===== src/rtl/merge_wbuf_pkg.sv =====
package merge_wbuf_pkg;

    // Drain-side controller states
    typedef enum logic [0:0] {
        DS_IDLE = 1'b0,
        DS_SEND = 1'b1
    } drain_state_t;

endpackage


===== src/rtl/merge_wbuf_entry.sv =====
module merge_wbuf_entry #(
    parameter int WORDS  = 4,
    parameter int DATA_W = 32,
    parameter int LINE_W = 14,
    parameter int OFF_W  = 2
) (
    input  logic                          clk,
    input  logic                          rst_n,
    input  logic                          alloc_i,
    input  logic                          merge_i,
    input  logic                          free_i,
    input  logic [LINE_W-1:0]             line_i,
    input  logic [OFF_W-1:0]              word_i,
    input  logic [DATA_W-1:0]             data_i,
    output logic                          busy_o,
    output logic [LINE_W-1:0]             line_o,
    output logic [WORDS-1:0]              wmask_o,
    output logic [WORDS-1:0][DATA_W-1:0]  data_o
);

    logic [WORDS-1:0] slot_sel;

    assign slot_sel = WORDS'(1) << word_i;

    // Control state: occupancy, line tag, per-word valid bits
    always_ff @(posedge clk or negedge rst_n) begin
        if (!rst_n) begin
            busy_o  <= 1'b0;
            line_o  <= '0;
            wmask_o <= '0;
        end else if (free_i) begin
            busy_o  <= 1'b0;
            wmask_o <= '0;
        end else if (alloc_i) begin
            busy_o  <= 1'b1;
            line_o  <= line_i;
            wmask_o <= slot_sel;
        end else if (merge_i) begin
            wmask_o <= wmask_o | slot_sel;
        end
    end

    // Data slots: meaningful only where the mask bit is set
    always_ff @(posedge clk) begin
        if (alloc_i || merge_i) begin
            data_o[word_i] <= data_i;
        end
    end

endmodule


===== src/rtl/merge_wbuf_lookup.sv =====
module merge_wbuf_lookup #(
    parameter int ENTRIES = 4,
    parameter int WORDS   = 4,
    parameter int DATA_W  = 32,
    parameter int LINE_W  = 14,
    parameter int OFF_W   = 2,
    parameter int PTR_W   = 2
) (
    input  logic [ENTRIES-1:0]                         ent_valid,
    input  logic [ENTRIES-1:0][LINE_W-1:0]             ent_line,
    input  logic [ENTRIES-1:0][WORDS-1:0]              ent_mask,
    input  logic [ENTRIES-1:0][WORDS-1:0][DATA_W-1:0]  ent_data,
    input  logic [PTR_W-1:0]                           oldest,
    input  logic [LINE_W-1:0]                          q_line,
    input  logic [OFF_W-1:0]                           q_word,
    output logic                                       conflict_o,
    output logic                                       hit_o,
    output logic [DATA_W-1:0]                          data_o
);

    // Walk entries oldest to youngest; the last holder of the word wins.
    always_comb begin
        logic [PTR_W-1:0] idx;
        idx        = '0;
        conflict_o = 1'b0;
        hit_o      = 1'b0;
        data_o     = '0;
        for (int k = 0; k < ENTRIES; k++) begin
            idx = PTR_W'((int'(oldest) + k) % ENTRIES);
            if (ent_valid[idx] && (ent_line[idx] == q_line)) begin
                conflict_o = 1'b1;
                if (ent_mask[idx][q_word]) begin
                    hit_o  = 1'b1;
                    data_o = ent_data[idx][q_word];
                end
            end
        end
    end

endmodule


===== src/rtl/merge_wbuf_drain.sv =====
module merge_wbuf_drain
    import merge_wbuf_pkg::*;
(
    input  logic clk,
    input  logic rst_n,
    input  logic pending_i,
    input  logic hold_i,
    input  logic ack_i,
    output logic send_o,
    output logic pop_o
);

    drain_state_t state_q;
    drain_state_t state_d;

    // State register
    always_ff @(posedge clk or negedge rst_n) begin
        if (!rst_n) begin
            state_q <= DS_IDLE;
        end else begin
            state_q <= state_d;
        end
    end

    // Transitions
    always_comb begin
        state_d = state_q;
        unique case (state_q)
            DS_IDLE: if (pending_i && !hold_i) state_d = DS_SEND;
            DS_SEND: if (ack_i)                state_d = DS_IDLE;
            default: state_d = DS_IDLE;
        endcase
    end

    // Outputs
    always_comb begin
        send_o = 1'b0;
        pop_o  = 1'b0;
        unique case (state_q)
            DS_IDLE: ;
            DS_SEND: begin
                send_o = 1'b1;
                pop_o  = ack_i;
            end
            default: ;
        endcase
    end

endmodule


===== src/rtl/merge_wbuf.sv =====
module merge_wbuf #(
    parameter int ENTRIES = 4,
    parameter int WORDS   = 4,
    parameter int DATA_W  = 32,
    parameter int ADDR_W  = 16,
    localparam int OFF_W  = (WORDS > 1) ? $clog2(WORDS) : 1,
    localparam int LINE_W = ADDR_W - OFF_W
) (
    input  logic                     clk,
    input  logic                     rst_n,
    input  logic                     st_valid,
    input  logic [ADDR_W-1:0]        st_addr,
    input  logic [DATA_W-1:0]        st_data,
    output logic                     st_ready,
    input  logic                     rd_valid,
    input  logic [ADDR_W-1:0]        rd_addr,
    output logic                     rd_bypass,
    output logic                     rd_hit,
    output logic                     rd_wait,
    output logic [DATA_W-1:0]        rd_data,
    output logic                     mem_wvalid,
    output logic [LINE_W-1:0]        mem_waddr,
    output logic [WORDS*DATA_W-1:0]  mem_wdata,
    output logic [WORDS-1:0]         mem_wen,
    input  logic                     mem_wack
);

    localparam int PTR_W = (ENTRIES > 1) ? $clog2(ENTRIES) : 1;
    localparam int CNT_W = $clog2(ENTRIES + 1);

    logic [ENTRIES-1:0]                         ent_valid;
    logic [ENTRIES-1:0][LINE_W-1:0]             ent_line;
    logic [ENTRIES-1:0][WORDS-1:0]              ent_mask;
    logic [ENTRIES-1:0][WORDS-1:0][DATA_W-1:0]  ent_data;
    logic [ENTRIES-1:0]                         match_vec;

    logic [PTR_W-1:0] head_q;
    logic [PTR_W-1:0] tail_q;
    logic [CNT_W-1:0] occ_q;

    logic [LINE_W-1:0] st_line;
    logic [OFF_W-1:0]  st_word;
    logic [LINE_W-1:0] rd_line;
    logic [OFF_W-1:0]  rd_word;

    logic merge_hit;
    logic has_room;
    logic st_take;
    logic do_alloc;
    logic sending;
    logic pop;
    logic rd_conflict;
    logic rd_found;

    assign st_line = st_addr[ADDR_W-1:OFF_W];
    assign st_word = st_addr[OFF_W-1:0];
    assign rd_line = rd_addr[ADDR_W-1:OFF_W];
    assign rd_word = rd_addr[OFF_W-1:0];

    // Per-entry storage and store-side match (draining entry excluded)
    for (genvar i = 0; i < ENTRIES; i++) begin : g_ent
        assign match_vec[i] = ent_valid[i] && (ent_line[i] == st_line) &&
                              !(sending && (head_q == PTR_W'(i)));

        merge_wbuf_entry #(
            .WORDS  (WORDS),
            .DATA_W (DATA_W),
            .LINE_W (LINE_W),
            .OFF_W  (OFF_W)
        ) u_entry (
            .clk     (clk),
            .rst_n   (rst_n),
            .alloc_i (do_alloc && (tail_q == PTR_W'(i))),
            .merge_i (st_take && match_vec[i]),
            .free_i  (pop && (head_q == PTR_W'(i))),
            .line_i  (st_line),
            .word_i  (st_word),
            .data_i  (st_data),
            .busy_o  (ent_valid[i]),
            .line_o  (ent_line[i]),
            .wmask_o (ent_mask[i]),
            .data_o  (ent_data[i])
        );
    end

    assign merge_hit = |match_vec;
    assign has_room  = occ_q < CNT_W'(ENTRIES);
    assign st_ready  = merge_hit || has_room;
    assign st_take   = st_valid && st_ready;
    assign do_alloc  = st_take && !merge_hit;

    // Ring pointers and occupancy
    always_ff @(posedge clk or negedge rst_n) begin
        if (!rst_n) begin
            head_q <= '0;
            tail_q <= '0;
            occ_q  <= '0;
        end else begin
            if (do_alloc) begin
                tail_q <= (tail_q == PTR_W'(ENTRIES - 1)) ? '0 : tail_q + 1'b1;
            end
            if (pop) begin
                head_q <= (head_q == PTR_W'(ENTRIES - 1)) ? '0 : head_q + 1'b1;
            end
            occ_q <= occ_q + CNT_W'(do_alloc) - CNT_W'(pop);
        end
    end

    // Read-miss check
    merge_wbuf_lookup #(
        .ENTRIES (ENTRIES),
        .WORDS   (WORDS),
        .DATA_W  (DATA_W),
        .LINE_W  (LINE_W),
        .OFF_W   (OFF_W),
        .PTR_W   (PTR_W)
    ) u_lookup (
        .ent_valid  (ent_valid),
        .ent_line   (ent_line),
        .ent_mask   (ent_mask),
        .ent_data   (ent_data),
        .oldest     (head_q),
        .q_line     (rd_line),
        .q_word     (rd_word),
        .conflict_o (rd_conflict),
        .hit_o      (rd_found),
        .data_o     (rd_data)
    );

    assign rd_bypass = rd_valid && !rd_conflict;
    assign rd_hit    = rd_valid && rd_conflict && rd_found;
    assign rd_wait   = rd_valid && rd_conflict && !rd_found;

    // Drain sequencing
    merge_wbuf_drain u_drain (
        .clk       (clk),
        .rst_n     (rst_n),
        .pending_i (occ_q != '0),
        .hold_i    (rd_bypass),
        .ack_i     (mem_wack),
        .send_o    (sending),
        .pop_o     (pop)
    );

    assign mem_wvalid = sending;
    assign mem_waddr  = ent_line[head_q];
    assign mem_wen    = ent_mask[head_q];
    assign mem_wdata  = ent_data[head_q];

endmodule


===== config.mk =====
export PLATFORM = sky130hd
export DESIGN_NAME = merge_wbuf
export DESIGN_NICKNAME = d
export VERILOG_FILES = /design/src/rtl/merge_wbuf_pkg.sv /design/src/rtl/merge_wbuf_entry.sv /design/src/rtl/merge_wbuf_lookup.sv /design/src/rtl/merge_wbuf_drain.sv /design/src/rtl/merge_wbuf.sv
export SDC_FILE = /design/constraint.sdc
export NUM_CORES = 1
export LEC_CHECK = 0
export BUFFER_PORTS_ARGS = -buffer_cell sky130_fd_sc_hd__buf_2
export CAP_MARGIN = 20
export CORE_MARGIN = 10
export CORE_UTILIZATION = 45
export CTS_BUF_LIST = sky130_fd_sc_hd__clkbuf_8
export DETAILED_ROUTE_END_ITERATION = 16
export GPL_TIMING_DRIVEN = 0
export PLACE_DENSITY_LB_ADDON = 0.12
export REMOVE_ABC_BUFFERS = 1
export SLEW_MARGIN = 25
export SYNTH_ARGS = -nofsm -noshare
export SYNTH_HDL_FRONTEND = slang
export SYNTH_SLANG_ARGS = --single-unit

===== constraint.sdc =====
create_clock -name clk -period 6.2 [get_ports clk]
set_input_delay 1.55 -clock clk [delete_from_list [all_inputs] [get_ports clk]]
set_output_delay 1.55 -clock clk [all_outputs]
set_load 0.02 [all_outputs]

==> metrics.csv, run 1 <==
stage;metric;value;unit
status;status;finished, final reports clean;
power;peak supply drop;0.418;mV
worst_setup_path;Crit. End Element;output pin;
drt;residual DRC count;0;
layout;Nets;2591;
floorplan;std cell rows;107;
worst_setup_path;crit-path cells;buf_6 -> buf_16 -> mux4_2 -> xnor2_1 -> nand2_1 -> or4_4 -> buf_4 -> or3_1 -> o2111a_1 -> nor2_2 -> buf_2;
layout;area of the multi-input gates;20500;um2
floorplan;boundary pin count;252;
synth;Top FF cell, synth;edfxtp_1;
flow_run;Max Cap Violations;0;
floorplan;die width;314;um
worst_setup_path;Critical R2R Launch;head_q[1];
synth;Mapped Cells;2227;
timing;Setup Skew;0.0329;ns
timing;Tightest Pin Transition;1.08;ns
floorplan;Initial Util;45.5;%
worst_setup_path;Critical Path RT;4.65;ns
drt;wire length per cell;34.1;um
drt;vias post-DR;26107;
clock_tree;number of buffers created by CTS;100;
worst_setup_path;worst path arrival time;4.55;ns
clock_tree;clock latency on the worst-skew pair;0.71;ns
synth;Yosys warning total;0;
synth;post-synthesis async set-or-reset flop share;14.1;%
timing;Max Clk Rate;164;MHz
synth;FF+latch count, synth;596;
floorplan;die area;98400;um2
worst_setup_path;Worst Path Buf+Inv;4;
synth;synthesized area per cell;17.4;um2
global_routing;GRT overflow;0;
worst_setup_path;R2R Path End;g_ent[3].u_entry.data_o[19];
power;PwrDens;489;nW/um2
timing;# setup viols final;0;
worst_setup_path;top cell family by delay on the critical path;simple AND/OR/NAND/NOR gates;
drt;DRT iter0 DRCs;3024;
clock_tree;CTS Buffer Depth;3;
layout;Area Growth Syn to Fin;18.5;%
timing;hold_ws;0.513;ns
worst_setup_path;r2r worst-path depth;15;
worst_setup_path;CP max stage delay;0.61;ns
layout;final core occ;53.9;%
floorplan;die height;314;um
worst_hold_path;hold_sp;occ_q[0];
clock_tree;clk slew on worst S/H paths;0.06;ns
worst_setup_path;Startpoint Class;flip-flop;
clock_tree;CTS Sinks;596;
global_routing;initial antenna violation count;13;
synth;synthesized cell area;38800;um2
placed_design;DP HPWL;86.6;mm
drt;Routed WL;128;mm
timing;fin crit period;6.10;ns
synth;EDFF count, synth;512;
power;Pleak;15.4;nW
placed_design;RD Place Congestion;0.907;
worst_setup_path;CP max stage cell;mux4_2;
global_routing;global-route wire length before repair;184;mm
layout;layout cells sized above 1;52.2;%
clock_tree;clock root cell;clkbuf_8;
worst_hold_path;Endpoint, Worst Hold;occ_q[0];
layout;Fillers;6756;
worst_hold_path;hold path depth;1;
layout;Reg area;17500;um2
layout;most common cell after layout, fill and taps aside;mux4_2;
drt;antenna-violating nets left;0;
placed_design;IO Port Bufs;251;
synth;Seq/Total Area, Yosys;45.0;%
global_routing;largest net degree at the start of global routing;76;
clock_tree;H-tree lvl count;3;
worst_hold_path;HP Class;flip-flop to flip-flop;
global_routing;vias in the first global route;26124;
worst_setup_path;flop-to-flop setup slack;1.22;ns
global_routing;GRT Overall Usage;25.4;%
timing;RSZ-0062 raised after global routing;no;
drt;vias per cell;6.97;
drt;TritonRoute pass-1 iters;5;
synth;unique cell type count in the Yosys netlist;57;
timing;period utilization;98.4;%
worst_setup_path;WS Path Type;flip-flop to output pin;
floorplan;core area;85400;um2
layout;most frequent cells in the layout;662 x mux4_2, 512 x edfxtp_1, 248 x buf_2;
worst_setup_path;Worst Path Max Fanout;36;
clock_tree;CTS tree;yes;
timing;Rel. slew slack;27.6;%
timing;final count of hold timing violations;0;
timing;fin. max-slew vios;0;
==> flip-flops by register name (all words and copies together) (netlist names) <==
| name | flops |
|---|---|
| g_ent.u_entry.line_o | 56 |
| u_drain.state_q | 1 |
| g_ent.u_entry.wmask_o | 16 |
| occ_q | 3 |
| g_ent.u_entry.data_o | 512 |
| tail_q | 2 |
| head_q | 2 |
| g_ent.u_entry.busy_o | 4 |
==> worst max path at each step <==
stage                from           to  depth (start not counted)
2_1_floorplan   head_q[0]  rd_data[12]                         10
3_3_place_gp    head_q[0]  rd_data[10]                         11
3_5_place_dp    head_q[1]  rd_data[10]                         14
4_1_cts        rd_addr[0]   rd_data[6]                         13
5_1_grt         head_q[1]  rd_data[27]                         13
6_report        head_q[1]       rd_hit                         11
==> layer usage <==
metal  vias to the layer above  global-route usage [%]  part of all wire (%)
li1                      10271                       -                     -
met1                     13875                    33.3                    37
met2                      1670                    40.7                    49
met3                       273                    6.77                    11
met4                        18                    9.10                   3.5
met5                         -                       0                 0.085
==> synthesized netlist by cell type (all sizes together) (10+ instances only) <==
cell    count  share of area [%]
mux4      663                 38
edfxtp    512                 40
buf       119                1.7
clkbuf    112                1.1
xnor2      99                2.2
mux2       95                2.8
nand2      92               0.90
dfrtp      84                5.4
a22oi      65                1.3
nor2       62               0.60
a21oi      43               0.55
a31oi      33               0.53
nor4b      32               0.72
mux2i      28               0.72
nand4      23               0.37
and2       18               0.29
inv        18               0.17
xor2       17               0.38
o21a       16               0.31
nand3      12               0.17
ha         10               0.32
==> final cells by class <==
type | instances | share of cell area (%)
inverter | 19 | 0.163
tap | 1144 | 3.11
timing repair buffer | 411 | 9.57
antenna | 5 | 0.0272
sequential | 596 | 38.0
clock buffer | 105 | 3.14
multi-input combinational | 1383 | 44.6
clock inverter | 81 | 1.35
==> per-stage QoR <==
stage / instances / cell area [um2] / total power [mW] / setup slack (ns) / setup TNS (ns)
2_1_floorplan: 1996 / 37700 / 12.4 / -28.90 / -
3_3_place_gp: 3391 / 40400 / 13.7 / -40.56 / -
3_5_place_dp: 3513 / 43200 / 18.3 / -1.85 / -47.42
4_1_cts: 3728 / 45800 / 22.5 / 0.00154 / 0
5_1_grt: 3743 / 46000 / 23.6 / 0.0000862 / 0
6_report: 3744 / 46000 / 22.5 / 0.100 / 0
==> repair_timing <==
item	in CTS	in global routing
hold buffers	0	0
setup buffers	22	6
endpoints found under the setup margin	35	29
gates resized for setup	17	9
pin swaps	9	3
endpoints found under the hold margin	0	0
gates cloned	8	5
==> power breakdown <==
group / switching, mW / internal, mW
clock network: 1.68 / 1.96
registers: 0.503 / 4.77
logic: 6.46 / 7.10
==> kinds of logic (layout without fill, tap and decap cells) <==
kind of cell             count (synthesis)  after routing  share of synthesized area [%]
adder cells (fa/ha/maj)                 11             11                          0.374
buffers and inverters                  250            616                           2.98
XOR/XNOR                               116            116                           2.62
AND/OR/NAND/NOR                        271            273                           3.56
other                                    0              5                              0
flip-flops                             596            596                           45.0
AO/OA/AOI/OAI                          197            197                           3.53
multiplexers                           786            786                           41.9
No activity file was read; power rests on OpenSTA's default activity.
==> run 2, diff against run 1 <==
--- a/config.mk
+++ b/config.mk
@@ -5,6 +5,7 @@
 export SDC_FILE = /design/constraint.sdc
 export NUM_CORES = 1
 export LEC_CHECK = 0
+export ABC_AREA = 1
 export BUFFER_PORTS_ARGS = -buffer_cell sky130_fd_sc_hd__buf_2
 export CAP_MARGIN = 20
 export CORE_MARGIN = 10
==> metrics.csv, run 2 <==
stage;metric;value;unit
worst_setup_path;r2r worst-path depth;20;
synth;Synth area leader;edfxtp_1;
floorplan;die area;101000;um2
worst_setup_path;Crit. End Element;output pin;
drt;Routed WL;146;mm
worst_setup_path;CP startpoint;rd_addr[0];
drt;DRT iter0 DRCs;4272;
layout;Area Growth Syn to Fin;16.5;%
floorplan;die height;317;um
synth;synth top area cells;edfxtp_1 39%, nand2_1 20%, o21ai_0 6.3%;
status;status;finished, final reports clean;
power;clock power share;17.0;%
floorplan;Initial Util;45.6;%
timing;Setup Skew;0.0434;ns
worst_setup_path;CP max stage cell;buf_16;
global_routing;GRT overflow;0;
drt;residual DRC count;0;
layout;most frequent cells in the layout;2144 x nand2_1, 512 x edfxtp_1, 504 x o21ai_0;
timing;worst setup margin;0.203;ns
placed_design;DP HPWL;90.6;mm
layout;Reg area;17500;um2
worst_setup_path;flop-to-flop setup slack;1.24;ns
layout;Largest register FFs;512;
timing;fin crit period;6.00;ns
power;PwrDens;498;nW/um2
layout;Biggest register;g_ent.u_entry.data_o;
power;Flop pwr share;22.4;%
worst_setup_path;Startpoint Class;primary input;
layout;Final Cell Area;46300;um2
power;sw power;11.5;mW
synth;Yosys warning total;0;
timing;Max Clk Rate;167;MHz
synth;Post-synth top cells;2149 x nand2_1, 512 x edfxtp_1, 504 x o21ai_0;
timing;fin. max-slew vios;0;
power;Net Sw Frac;49.9;%
worst_setup_path;CP endpoint;rd_data[10];
worst_setup_path;Crit path top cell by count;nand2_1;
layout;biggest registers after layout;g_ent.u_entry.data_o: 512 flops, g_ent.u_entry.line_o: 56 flops, g_ent.u_entry.wmask_o: 16 flops;
clock_tree;hold_buf cts;0;
synth;FF+latch count, synth;596;
worst_setup_path;WS Path Type;primary input to output pin;
global_routing;GRT Overall Usage;28.3;%
synth;synthesized area per cell;7.42;um2
worst_setup_path;Critical Path RT;4.65;ns
power;Pleak;20.6;nW
timing;Rel. slew slack;49.9;%
timing;# setup viols final;0;
worst_setup_path;CP max stage delay;0.38;ns
timing;period utilization;96.7;%
clock_tree;CTS tree;yes;
floorplan;core area;87300;um2
global_routing;global-route wire length before repair;217;mm
synth;unique cell type count in the Yosys netlist;47;
drt;TritonRoute pass-1 iters;6;
clock_tree;H-tree lvl count;3;
power;Final Power;23.1;mW
global_routing;largest net degree at the start of global routing;122;
worst_setup_path;crit-path cells;buf_12 -> inv_12 -> buf_16 -> a21oi_1 -> o21ai_0 -> nand2_1 -> nand2_1 -> nand2_1 -> inv_1 -> nand3_4 -> buf_12 -> nor2_1 -> nor2_1 -> nand2_1 -> nand2_2 -> buf_2;
placed_design;RD Place Congestion;0.939;
worst_setup_path;Critical R2R Launch;head_q[1];
clock_tree;clk slew on worst S/H paths;0.05;ns
timing;RSZ-0062 raised after global routing;no;
placed_design;IO Port Bufs;251;
placed_design;placed cell count;6490;
timing;final count of hold timing violations;0;
synth;most common cell in the synthesized netlist;nand2_1;
drt;vias per cell;5.61;
clock_tree;number of buffers created by CTS;106;
worst_setup_path;worst path arrival time;4.45;ns
synth;Top FF cell, synth;edfxtp_1;
timing;setup TNS;0;ns
layout;Nets;5581;
timing;Tightest Pin Transition;0.749;ns
layout;Finished Layout Cells;6753;
clock_tree;clock root cell;clkbuf_8;
worst_hold_path;HP Class;flip-flop to flip-flop;
power;Comb pwr share;60.6;%
synth;post-synthesis async set-or-reset flop share;14.1;%
drt;wire length per cell;21.7;um
synth;Seq/Total Area, Yosys;43.9;%
layout;layout cells sized above 1;11.5;%
drt;antenna-violating nets left;0;
layout;most common cell after layout, fill and taps aside;nand2_1;
synth;synthesized cell area;39800;um2
worst_setup_path;R2R Path End;g_ent[0].u_entry.data_o[14];
layout;area of the multi-input gates;19500;um2
placed_design;dpl cell area;43000;um2
flow_run;Max Cap Violations;0;
clock_tree;clock latency on the worst-skew pair;0.75;ns
clock_tree;CTS Sinks;596;
power;peak supply drop;0.356;mV
placed_design;Post-Place Setup Slack;-1.72;ns
global_routing;initial antenna violation count;12;
drt;vias post-DR;37903;
global_routing;vias in the first global route;34864;
worst_setup_path;Worst Path Max Fanout;89;
synth;Mapped Cells;5362;
synth;Yosys top cell area share;38.7;%
layout;Fillers;8406;
floorplan;die width;317;um
floorplan;boundary pin count;252;
floorplan;std cell rows;108;
power;Cell Int Power;11.6;mW
synth;EDFF count, synth;512;
clock_tree;CTS Buffer Depth;3;
-- run 2: cell count changes in the layout (fill, tap and decap cells not counted), sizes merged, moves of 174 or more --
cell and delta:
o21ai +606, mux4 -663, nor2 +255, mux2i +174, nand2 +2066, inv +314
nand3 +338
-- run 2: critical path: cells and delay by family --
| family | cells | cell delay, ns |
|---|---|---|
| buffers and inverters | 6 | 1.54 |
| AOI/OAI and AO/OA | 2 | 0.17 |
| and+or+nand+nor | 8 | 1.00 |
-- run 2: routing by layer --
metal | GRT usage (%) | vias to the layer above | part of all wire [%]
li1 | - | 18197 | -
met1 | 38.5 | 17631 | 41
met2 | 44.6 | 1767 | 45
met3 | 5.42 | 300 | 9.8
met4 | 10.3 | 8 | 3.7
met5 | 0 | - | 0.037
-- run 2: cell families after synthesis --
| family | synth area share, % |
|---|---|
| flip-flops | 43.9 |
| buffers and inverters | 7.67 |
| adder cells (fa/ha/maj) | 0.365 |
| multiplexers | 5.08 |
| AO/OA/AOI/OAI | 13.6 |
| XOR/XNOR | 0.507 |
| AND/OR/NAND/NOR | 28.8 |
-- run 2: worst min-delay path by stage --
stage | startpoint | to | cells after the start
2_1_floorplan | g_ent[1].u_entry.wmask_o[0] | g_ent[1].u_entry.wmask_o[0] | 2
3_3_place_gp | occ_q[0] | occ_q[0] | 1
3_5_place_dp | g_ent[1].u_entry.wmask_o[0] | g_ent[1].u_entry.wmask_o[0] | 2
4_1_cts | g_ent[1].u_entry.wmask_o[0] | g_ent[1].u_entry.wmask_o[0] | 2
5_1_grt | occ_q[0] | occ_q[0] | 1
6_report | g_ent[1].u_entry.wmask_o[0] | g_ent[1].u_entry.wmask_o[0] | 2
-- run 2: timing repair --
| action | in CTS | in global routing |
|---|---|---|
| buffers inserted | 26 | 9 |
| pin swaps | 7 | 4 |
| gates resized for setup | 21 | 16 |
| gates cloned | 21 | 4 |
| endpoints found under the setup margin | 35 | 34 |
-- run 2: metrics by stage --
stage	hold slack, ns	util (%)
after floorplan	0.471	-
after global placement	0.493	46.5
after detailed placement	0.500	49.2
after CTS	0.513	52.8
after global routing	0.542	53.1
final	0.511	53.1
-- run 2: power groups by stage --
stage / combinational (mW) / sequential [mW] / clock (mW)
finish: 14.0 / 5.17 / 3.92
global route: 15.4 / 5.21 / 4.18
CTS: 13.8 / 5.16 / 3.99
detailed placement: 12.6 / 5.33 / 0
global placement: 8.22 / 5.72 / 0
floorplan: 7.42 / 5.48 / 0
-- run 2: final cells by class --
type,count,area share (%)
Timing Repair Buffer,386,9.37
Inverter,315,2.76
Multi-Input combinational cell,4090,42.0
Sequential cell,596,37.7
Timing Repair inverter,6,0.159
Clock inverter,86,1.47
Tap cell,1155,3.12
Antenna cell,5,0.0270
Clock buffer,114,3.39
